--- src/rtl/smb_host_pkg.sv ---
package smb_host_pkg;

  typedef enum logic [2:0] {
    PR_QUICK = 3'd0,
    PR_BYTE  = 3'd1,
    PR_BDATA = 3'd2,
    PR_WORD  = 3'd3,
    PR_RSV4  = 3'd4,
    PR_BLOCK = 3'd5,
    PR_RSV6  = 3'd6,
    PR_RSV7  = 3'd7
  } proto_e;

  localparam logic [2:0] OFS_STAT = 3'd0;
  localparam logic [2:0] OFS_CTL  = 3'd2;
  localparam logic [2:0] OFS_CMD  = 3'd3;
  localparam logic [2:0] OFS_ADR  = 3'd4;
  localparam logic [2:0] OFS_D0   = 3'd5;
  localparam logic [2:0] OFS_D1   = 3'd6;
  localparam logic [2:0] OFS_BLK  = 3'd7;

  localparam int START_BIT = 6;

  // Strobes from the control half to the datapath half
  typedef struct packed {
    logic wrCtl;
    logic wrCmd;
    logic wrAdr;
    logic wrD0;
    logic wrD1;
    logic wrBlk;
    logic rdBlk;
    logic start;
    logic rspLoad;
  } strobe_t;

  function automatic logic protoSupported(input logic [2:0] code);
    return (code == PR_QUICK) || (code == PR_BYTE) || (code == PR_BDATA) ||
           (code == PR_WORD)  || (code == PR_BLOCK);
  endfunction

endpackage

--- src/rtl/smb_host_ctrl.sv ---
module smb_host_ctrl
  import smb_host_pkg::*;
(
  input  logic          clk,
  input  logic          rstN,
  input  logic [2:0]    regSel,
  input  logic          wrEn,
  input  logic          rdEn,
  input  logic          startBit,
  input  logic [2:0]    protoIn,
  input  logic [2:0]    clrBits,
  input  logic          rspValid,
  output strobe_t       stb,
  output logic [7:0]    statusByte,
  output logic          reqPulse
);

  logic busyQ, doneQ, errQ;
  logic wrCtlOk, startOk, startBad, rspTake;
  logic [2:0] w1c;

  always_comb begin
    wrCtlOk  = wrEn && (regSel == OFS_CTL) && !busyQ;
    startOk  = wrCtlOk && startBit && protoSupported(protoIn);
    startBad = wrCtlOk && startBit && !protoSupported(protoIn);
    rspTake  = rspValid && busyQ;
    w1c      = (wrEn && (regSel == OFS_STAT)) ? clrBits : 3'b000;

    stb.wrCtl   = wrCtlOk;
    stb.wrCmd   = wrEn && (regSel == OFS_CMD);
    stb.wrAdr   = wrEn && (regSel == OFS_ADR);
    stb.wrD0    = wrEn && (regSel == OFS_D0);
    stb.wrD1    = wrEn && (regSel == OFS_D1);
    stb.wrBlk   = wrEn && (regSel == OFS_BLK);
    stb.rdBlk   = rdEn && (regSel == OFS_BLK);
    stb.start   = startOk;
    stb.rspLoad = rspTake;
  end

  always_ff @(posedge clk or negedge rstN) begin
    if (!rstN) begin
      busyQ    <= 1'b0;
      doneQ    <= 1'b0;
      errQ     <= 1'b0;
      reqPulse <= 1'b0;
    end else begin
      reqPulse <= startOk;

      if (startOk)      busyQ <= 1'b1;
      else if (rspTake) busyQ <= 1'b0;
      else if (w1c[0])  busyQ <= 1'b0;

      if (rspTake)      doneQ <= 1'b1;
      else if (w1c[1])  doneQ <= 1'b0;

      if (startBad)     errQ <= 1'b1;
      else if (w1c[2])  errQ <= 1'b0;
    end
  end

  assign statusByte = {5'b00000, errQ, doneQ, busyQ};

endmodule

--- src/rtl/smb_host_data.sv ---
module smb_host_data
  import smb_host_pkg::*;
#(
  parameter int BLK_DEPTH = 32,
  localparam int IDX_W    = $clog2(BLK_DEPTH),
  localparam int BLK_BITS = BLK_DEPTH * 8
) (
  input  logic                clk,
  input  logic                rstN,
  input  strobe_t             stb,
  input  logic [2:0]          regSel,
  input  logic [7:0]          wrData,
  input  logic [7:0]          statusByte,
  input  logic [7:0]          rspData0,
  input  logic [7:0]          rspData1,
  input  logic [BLK_BITS-1:0] rspBlock,
  output logic [7:0]          rdData,
  output logic [2:0]          reqProto,
  output logic                reqRead,
  output logic [6:0]          reqTarget,
  output logic [7:0]          reqCmd,
  output logic [7:0]          reqData0,
  output logic [7:0]          reqData1,
  output logic [BLK_BITS-1:0] reqBlock,
  output logic [IDX_W-1:0]    blkIdx
);

  localparam logic [IDX_W-1:0] IDX_LAST = IDX_W'(BLK_DEPTH - 1);

  logic [4:0]  ctlReg;
  logic [7:0]  cmdReg, adrReg, d0Reg, d1Reg;
  logic [2:0]  xferProto;
  logic        xferRead;
  logic [7:0]  blkMem [BLK_DEPTH];
  logic        blkFill;

  assign blkFill = stb.rspLoad && xferRead && (xferProto == PR_BLOCK);

  always_ff @(posedge clk or negedge rstN) begin
    if (!rstN) begin
      ctlReg    <= '0;
      cmdReg    <= '0;
      adrReg    <= '0;
      xferProto <= '0;
      xferRead  <= 1'b0;
    end else begin
      if (stb.wrCtl) ctlReg <= wrData[4:0];
      if (stb.wrCmd) cmdReg <= wrData;
      if (stb.wrAdr) adrReg <= wrData;
      if (stb.start) begin
        xferProto <= wrData[4:2];
        xferRead  <= adrReg[0];
      end
    end
  end

  // Data registers: software writes, engine returns on read completion
  always_ff @(posedge clk or negedge rstN) begin
    if (!rstN) begin
      d0Reg <= '0;
      d1Reg <= '0;
    end else if (stb.rspLoad && xferRead) begin
      unique case (xferProto)
        PR_BYTE, PR_BDATA, PR_BLOCK: d0Reg <= rspData0;
        PR_WORD: begin
          d0Reg <= rspData0;
          d1Reg <= rspData1;
        end
        default: ;
      endcase
    end else begin
      if (stb.wrD0) d0Reg <= wrData;
      if (stb.wrD1) d1Reg <= wrData;
    end
  end

  // Block index: shared by port reads and writes, cleared on start
  always_ff @(posedge clk or negedge rstN) begin
    if (!rstN) begin
      blkIdx <= '0;
    end else if (stb.start) begin
      blkIdx <= '0;
    end else if (stb.wrBlk || stb.rdBlk) begin
      blkIdx <= (blkIdx == IDX_LAST) ? '0 : blkIdx + 1'b1;
    end
  end

  for (genvar i = 0; i < BLK_DEPTH; i++) begin : g_blk
    always_ff @(posedge clk or negedge rstN) begin
      if (!rstN) begin
        blkMem[i] <= '0;
      end else if (blkFill) begin
        blkMem[i] <= rspBlock[i*8 +: 8];
      end else if (stb.wrBlk && (blkIdx == IDX_W'(i))) begin
        blkMem[i] <= wrData;
      end
    end
    assign reqBlock[i*8 +: 8] = blkMem[i];
  end

  always_comb begin
    unique case (regSel)
      OFS_STAT: rdData = statusByte;
      OFS_CTL:  rdData = {3'b000, ctlReg};
      OFS_CMD:  rdData = cmdReg;
      OFS_ADR:  rdData = adrReg;
      OFS_D0:   rdData = d0Reg;
      OFS_D1:   rdData = d1Reg;
      OFS_BLK:  rdData = blkMem[blkIdx];
      default:  rdData = 8'h00;
    endcase
  end

  assign reqProto  = xferProto;
  assign reqRead   = adrReg[0];
  assign reqTarget = adrReg[7:1];
  assign reqCmd    = cmdReg;
  assign reqData0  = d0Reg;
  assign reqData1  = d1Reg;

endmodule

--- src/rtl/smb_host_regs.sv ---
module smb_host_regs
  import smb_host_pkg::*;
#(
  parameter int BLK_DEPTH = 32,
  localparam int IDX_W    = $clog2(BLK_DEPTH),
  localparam int BLK_BITS = BLK_DEPTH * 8
) (
  input  logic                clk,
  input  logic                rstN,
  input  logic [2:0]          regSel,
  input  logic                wrEn,
  input  logic                rdEn,
  input  logic [7:0]          wrData,
  output logic [7:0]          rdData,
  output logic                irq,
  output logic                reqValid,
  output logic [2:0]          reqProto,
  output logic                reqRead,
  output logic [6:0]          reqTarget,
  output logic [7:0]          reqCmd,
  output logic [7:0]          reqData0,
  output logic [7:0]          reqData1,
  output logic [BLK_BITS-1:0] reqBlock,
  input  logic                rspValid,
  input  logic [7:0]          rspData0,
  input  logic [7:0]          rspData1,
  input  logic [BLK_BITS-1:0] rspBlock
);

  strobe_t          stb;
  logic [7:0]       statusByte;
  logic [IDX_W-1:0] blkIdx;

  smb_host_ctrl u_ctrl (
    .clk        (clk),
    .rstN       (rstN),
    .regSel     (regSel),
    .wrEn       (wrEn),
    .rdEn       (rdEn),
    .startBit   (wrData[START_BIT]),
    .protoIn    (wrData[4:2]),
    .clrBits    (wrData[2:0]),
    .rspValid   (rspValid),
    .stb        (stb),
    .statusByte (statusByte),
    .reqPulse   (reqValid)
  );

  smb_host_data #(.BLK_DEPTH(BLK_DEPTH)) u_data (
    .clk        (clk),
    .rstN       (rstN),
    .stb        (stb),
    .regSel     (regSel),
    .wrData     (wrData),
    .statusByte (statusByte),
    .rspData0   (rspData0),
    .rspData1   (rspData1),
    .rspBlock   (rspBlock),
    .rdData     (rdData),
    .reqProto   (reqProto),
    .reqRead    (reqRead),
    .reqTarget  (reqTarget),
    .reqCmd     (reqCmd),
    .reqData0   (reqData0),
    .reqData1   (reqData1),
    .reqBlock   (reqBlock),
    .blkIdx     (blkIdx)
  );

  assign irq = statusByte[1];

endmodule

--- config.mk ---
export PLATFORM = sky130hd
export DESIGN_NAME = smb_host_regs
export DESIGN_NICKNAME = d
export VERILOG_FILES = /design/src/rtl/smb_host_pkg.sv /design/src/rtl/smb_host_ctrl.sv /design/src/rtl/smb_host_data.sv /design/src/rtl/smb_host_regs.sv
export SDC_FILE = /design/constraint.sdc
export NUM_CORES = 1
export LEC_CHECK = 0
export ABC_AREA = 1
export ABC_CLOCK_PERIOD_IN_PS = 3300
export BUFFER_PORTS_ARGS = -buffer_cell sky130_fd_sc_hd__buf_4
export CORE_AREA = 2 2 232 234
export CTS_CLUSTER_DIAMETER = 100
export DETAILED_ROUTE_END_ITERATION = 6
export DIE_AREA = 0 0 234 236
export PLACE_DENSITY = 0.53
export SLEW_MARGIN = 10
export SYNTH_ARGS = -nofsm -noshare
export SYNTH_HDL_FRONTEND = slang
export SYNTH_HIERARCHICAL = 1
export SYNTH_SLANG_ARGS = --single-unit
--- constraint.sdc ---
create_clock -name clk -period 3.3 [get_ports clk]
set_input_delay 0.66 -clock clk [delete_from_list [all_inputs] [get_ports clk]]
set_output_delay 0.66 -clock clk [all_outputs]
set_load 0.01 [all_outputs]
==> results.md, run 1 <==
- Highest clock rate: 308.0 MHz
- Clk Latency, worst-skew pair: 560 ps
- RSZ-0062 raised after global routing: yes
- Reg2reg end: u_data/reqBlock[165]
- Initial DRC count: 1854
- CTS root buffer: clkbuf_16
- Max Transition Viols Final: 0
- Sequential share of the synthesized area: 0.4644
- Die W: 234 um
- Inserted Clock Buffers: 38
- Max clock buf depth: 3
- Peak supply drop: 0.3841 mV
- Largest net degree at the start of global routing: 83
- Worst Hold Class: in2async
- Share of cells above drive strength 1: 0.2824
- # DRC: 0
- Period minus WS final: 3247 ps
- XOR/XNOR Fraction of Synth Area: 0
- Largest family of logic cells by synthesized area: simple AND/OR/NAND/NOR gates
- Worst slack at placement: 233.3 ps
- RD Place Congestion: 0.9186
- Top cell type's share of synthesized area: 0.4644
- Io pins: 589
- Synth warn: 6
- Crit share post-route: 0.9839
- Core area: 53070 um2
- Internal reg-to-reg setup slack: 570 ps
- Total power: 16.84 mW
- Htree depth: 2
- Crit end category: primary output
- Wirelength per Cell: 23.60 um
- 1st-pass router iterations: 7
- Worst path arrival time: 2590 ps
- Antenna-violating nets left: 0
- Register-to-Register Path Depth: 8
- Synth area leaders: dfrtp_1 46%, nand2_1 16%, a21oi_1 8.8%
- Synth area leader: dfrtp_1
- Routed vias: 18580
- Max Cap Viol: 0
- Post-synthesis mux area share: 0
- Area grow syn2layout: 42.55%
- Clk sinks: 306
- Startpoint Class: flop
- Final Hold Viols: 0
- Setup CP Type: reg2out
- Initial antenna violation count: 6
- Max-slew headroom: 0.2335
- Worst Path Max Fanout: 20
- Critical Path RT: 2640 ps
- Setup TNS: 0 ps
- Die height: 236 um
- #FFs+latches synth: 306
- Hold-fix buffers, CTS: 0
- GRT Residual Overflow: 0
- GRT Resource Usage Total: 0.2878
- Final WL: 84090 um
- Syn Inst Count: 2287
- Clk_skew: 12.46 ps
- Port bufs: 588
- Vias in the first global route: 17400
- Outcome: finished clean
- Yosys cell types: 32
- Vias/cell: 5.213
- Final setup fails: 0
- Worst-path clk slew: 60 ps
- PD cells: 716.4 nW/um2
- Finished Core Util: 0.4429
- WHS: 134.7 ps
- Synth Area in Compound Gates: 0.2084
- Worst setup margin: 53.27 ps
- Nets: 3131
- Global-route wire length before repair: 117500 um
- Post-Synth Adder-Cell Area: 0.004553
- Synth Cell Area: 16490 um2
- Simple-gate share of the synthesized area: 0.2253
- Avg Cell Area, Syn: 7.210 um2
- Initial Util: 0.3107
- Worst slew pin tran: 1145 ps
- Leakage: 11.62 nW
- DIE AREA: 55220 um2
- CTS tree: yes
- FP Rows: 85
- Detail Placement HPWL: 61480 um
- Reg-to-reg startpoint: u_ctrl/busyQ
layout by cell type (no fill, tap or decap), types with 9 or more instances in the layout:
| master | synthesis | routed |
|---|---|---|
| o22ai_1 | 10 | 10 |
| o21ai_0 | 256 | 252 |
| clkbuf_16 | 0 | 46 |
| a31oi_1 | 16 | 16 |
| nand2_2 | 2 | 14 |
| nand2_1 | 681 | 669 |
| inv_1 | 198 | 193 |
| buf_4 | 25 | 632 |
| inv_2 | 12 | 14 |
| buf_12 | 0 | 14 |
| nand3_2 | 3 | 14 |
| nand3_1 | 112 | 100 |
| o21ai_1 | 89 | 92 |
| a21oi_1 | 289 | 278 |
| dfrtp_1 | 306 | 303 |
| nor3_1 | 9 | 9 |
| nor2_1 | 121 | 112 |
worst max path at each step:
stage	end	startpoint	depth (start not counted)
finish	rdData[6]	u_data/blkIdx[0]	11
global route	rdData[2]	u_data/blkIdx[0]	13
CTS	rdData[2]	u_data/blkIdx[0]	11
detailed placement	u_data/reqBlock[162]	rspValid	9
global placement	u_data/reqBlock[162]	rspValid	9
floorplan	rdData[0]	u_data/blkIdx[0]	11
state kept, by name, summed over array words and instances (netlist names):
| signal | count |
|---|---|
| u_ctrl/busyQ | 1 |
| u_data/blkIdx | 5 |
| u_data/reqBlock | 256 |
| u_data/ctlReg | 5 |
| u_data/reqProto | 3 |
| u_data/adrReg | 8 |
| u_data/xferRead | 1 |
| u_ctrl/errQ | 1 |
| u_ctrl/doneQ | 1 |
| u_data/reqCmd | 8 |
| u_data/reqData0 | 8 |
| u_ctrl/reqPulse | 1 |
| u_data/reqData1 | 8 |
timing repair:
action / 4_1_cts / 5_1_grt
resized for setup: 17 / 57
setup buffers: 1 / 9
gates cloned: 2 / 6
pin swaps: 0 / 8
hold endpoints to repair: 0 / 0
endpoints found under the setup margin: 8 / 8
power by group:
part | total (mW) | switching [mW] | internal, mW
logic | 6.84 | 4.12 | 2.71
registers | 5.50 | 0.961 | 4.54
clock network | 4.50 | 1.75 | 2.75
layer usage:
metal | wire, um | track usage
met4 | 3013 | 0.09628
met2 | 40460 | 0.4749
met3 | 6063 | 0.04497
met1 | 34510 | 0.3829
met5 | 40 | 0
critical path, stage by stage, from the launching register on:
cell and delay [ps]:
dfrtp_4 590, buf_6 170, clkbuf_16 200, nor2_1 120
nor2_1 40, o21ai_1 120, nand2_1 150, a21oi_2 150
nand2_1 140, nand3_2 120, nand2_1 70, buf_4 140
through the flow:
stage	cells	instance area, um2
floorplan	2291	16500
global placement	3475	21620
detailed placement	3475	21620
CTS	3546	23060
global route	3563	23510
finish	3563	23510
area by class of cell:
type	count	area, um2
diodes	2	5.005
clock buffers	54	1155
clock inverters	14	177.7
fillers	5438	29560
inverters	211	834.6
multi-input cells	1617	7463
flip-flops and latches	306	7666
well taps	696	870.8
repair buffers	661	5315
repair inverters	2	18.77
kinds of logic after synthesis:
logic type | after synthesis
AND/OR/NAND/NOR | 934
AO/OA/AOI/OAI | 672
buffers and inverters | 368
flip-flops | 306
other | 1
adder cells (fa/ha/maj) | 6
synth_stat cells:
| cell type | n |
|---|---|
| a211oi_1 | 2 |
| a21oi_1 | 289 |
| a31oi_1 | 16 |
| buf_1 | 14 |
| buf_2 | 73 |
| buf_4 | 25 |
| buf_6 | 4 |
| clkbuf_1 | 37 |
| clkbuf_2 | 4 |
| clkinv_1 | 1 |
| conb_1 | 1 |
| dfrtp_1 | 306 |
| ha_1 | 6 |
| inv_1 | 198 |
| inv_2 | 12 |
| nand2_1 | 681 |
| nand2_2 | 2 |
| nand3_1 | 112 |
| nand3_2 | 3 |
| nand4_1 | 1 |
| nor2_1 | 121 |
| nor2_2 | 3 |
| nor2_4 | 1 |
| nor2_8 | 1 |
| nor3_1 | 9 |
| o21ai_0 | 256 |
| o21ai_1 | 89 |
| o21ai_2 | 7 |
| o221ai_1 | 1 |
| o22ai_1 | 10 |
| o2bb2ai_1 | 1 |
| o31ai_1 | 1 |
Power figures use the tool's default switching activity.
==> inputs of run 2 (changes only) <==
- ABC_CLOCK_PERIOD_IN_PS: 3300 -> 2690
- PLACE_DENSITY: 0.53 -> 0.55
- RECOVER_POWER: not set -> 100
- clock period: 3.3 -> 2.69 ns (I/O delays scaled with it)
==> run 2 against run 1 <==
The run now ends with design-rule violations, max-capacitance violations, max-slew violations, negative setup slack left. Global-route usage rose by 0.29 points. Core utilization decreased by 1.2 points. Combinational power up 21%. Worst setup slack worse by 350 ps. Non-clock buffer count up 23. Sequential share of layout area grew 0.87 points. Critical path depth fell by 1. Routed wire length is 1.7% lower. Total power increased by 21%. Cell count up 0.53%. Critical path type unchanged. Largest cell class is now multi-input gates.
==> results.md, run 2 (same netlist as run 1, synthesis figures left out) <==
- Outcome: finished, violations left (was finished clean)
- Failing checks: design-rule violations, max-capacitance violations, max-slew violations, negative setup slack
- Worst path arrival time: 2450 ps (was 2590 ps)
- Htree depth: 2 (unchanged)
- Final Hold Viols: 0 (unchanged)
- Critical Path RT: 2150 ps (was 2640 ps)
- Clk_skew: 24.64 ps (was 12.46 ps)
- Final setup fails: 9 (was 0)
- Nets: 3151 (was 3131)
- Routed vias: 18540 (was 18580)
- PD cells: 890.3 nW/um2 (was 716.4 nW/um2)
- RSZ-0062 raised after global routing: yes (unchanged)
- Worst setup margin: -297.5 ps (was 53.27 ps)
- Peak supply drop: 0.3668 mV (was 0.3841 mV)
- Inserted Clock Buffers: 37 (was 38)
- Clk Latency, worst-skew pair: 570 ps (was 560 ps)
- Area after DPL: 21790 um2 (was 21620 um2)
- FP Rows: 85 (unchanged)
- Die height: 236 um (unchanged)
- Highest clock rate: 334.7 MHz
- Max-slew headroom: -0.4033 (was 0.2335)
- Antenna-violating nets left: 0 (unchanged)
- Die W: 234 um (unchanged)
- Vias in the first global route: 18000 (was 17400)
- Largest net degree at the start of global routing: 70 (was 83)
- Io pins: 589 (unchanged)
- Worst Hold Class: in2reg (was in2async)
- Period minus WS final: 2987 ps
- Worst-path clk slew: 60 ps (about the same)
- Clk sinks: 306 (unchanged)
- Leakage: 10.56 nW (was 11.62 nW)
- Vias/cell: 5.175 (was 5.213)
- Final WL: 82690 um (was 84090 um)
- Initial antenna violation count: 6 (unchanged)
- Finished Core Util: 0.4314 (was 0.4429)
- Wirelength per Cell: 23.08 um (was 23.60 um)
- Max clock buf depth: 3 (unchanged)
- Detail Placement HPWL: 61230 um (was 61480 um)
- Global-route wire length before repair: 118800 um (was 117500 um)
- 1st-pass router iterations: 7 (unchanged)
- # DRC: 1 (was 0)
- Startpoint Class: flop (unchanged)
- CTS root buffer: clkbuf_16 (unchanged)
- Worst slack at placement: 55.16 ps (was 233.3 ps)
- Crit share post-route: 1.111
- Post-Layout Inst Area: 22900 um2 (was 23510 um2)
- Port bufs: 588 (unchanged)
- Crit end category: primary output (unchanged)
- GRT Residual Overflow: 0 (unchanged)
- Max Transition Viols Final: 69 (was 0)
- Commonest non-fill, non-tap cell in the layout: nand2_1 (unchanged)
- Setup TNS: -2019 ps (was 0 ps)
- Setup CP Type: reg2out (unchanged)
- Worst slew pin tran: 2105 ps (was 1145 ps)
- Initial DRC count: 1907 (was 1854)
- Area grow syn2layout: 38.85% (was 42.55%)
- Share of cells above drive strength 1: 0.2105 (was 0.2824)
- Most frequent cells in the layout: 630 x nand2_1, 337 x buf_4, 303 x dfrtp_1 (was 669 x nand2_1, 632 x buf_4, 303 x dfrtp_1)
- DIE AREA: 55220 um2 (unchanged)
- Total power: 20.38 mW (was 16.84 mW)
- CTS tree: yes (unchanged)
- RD Place Congestion: 0.9030 (was 0.9186)
- Max Cap Viol: 1 (was 0)
- GRT Resource Usage Total: 0.2907 (was 0.2878)
- Max FFs per register: 256 (unchanged)
- Worst Path Max Fanout: 8 (was 20)
- Initial Util: 0.3107 (unchanged)
- Core area: 53070 um2 (unchanged)
[run 2: through the flow]
step / hold WS, ps / instances
after CTS: 196.2 / 3577
after detailed placement: 475.2 / 3491
after global routing: 229.2 / 3582
after global placement: 462.6 / 3491
after floorplan: 242.4 / 2291
final: 219.3 / 3582
[run 2: power breakdown]
part,switching [mW],internal (mW)
Sequential,1.18,5.57
Clock,2.09,3.25
Combinational,5.24,3.06
[run 2: metal layers]
metal,global-route usage,vias up,routed length [um]
met5,0,-,41
met3,0.05766,152,6544
met2,0.4788,900,39670
met1,0.3820,8905,33550
met4,0.09187,6,2877
li1,-,8575,-
[run 2: final cells by class]
| class | count | area (um2) |
|---|---|---|
| sequential | 306 | 7666 |
| timing repair buffer | 684 | 4486 |
| clock buffer | 51 | 1101 |
| antenna | 3 | 7.507 |
| inverter | 211 | 818.3 |
| fill | 5686 | 30170 |
| clock inverter | 14 | 181.4 |
| multi-input combinational | 1617 | 7765 |
| tap | 696 | 870.8 |
[run 2: critical path, stage by stage (launching register included)]
cell	delay (ps)
dfrtp_4	510
buf_12	170
buf_16	150
buf_12	150
o21ai_1	170
o21ai_1	90
a21oi_1	190
nand2_2	140
nand3_2	110
nand2_1	60
buf_4	150
[run 2: worst paths after layout]
| kind | start | end | slack (ps) | cells after the start |
|---|---|---|---|---|
| min in group asynchronous | rstN | u_data/reqBlock[76] | 1110 | 2 |
| worst min register to register | u_data/xferRead | u_data/xferRead | 490 | 2 |
| max in group asynchronous | rstN | u_data/reqBlock[181] | 210 | 3 |
| worst max-delay path | u_data/blkIdx[0] | rdData[1] | -300 | 10 |
| worst max register to register | u_ctrl/busyQ | u_data/reqBlock[227] | -10 | 11 |
| worst min-delay path | rspValid | u_ctrl/doneQ | 220 | 3 |
[run 2: repair_timing]
| action | in CTS | in global routing |
|---|---|---|
| buffers inserted | 12 | 1 |
| gates resized for setup | 117 | 81 |
| pin swaps | 26 | 53 |
| hold endpoints to repair | 37 | 0 |
| gates cloned | 8 | 3 |
| setup endpoints to repair | 8 | 8 |
| hold buffers | 1 | 0 |
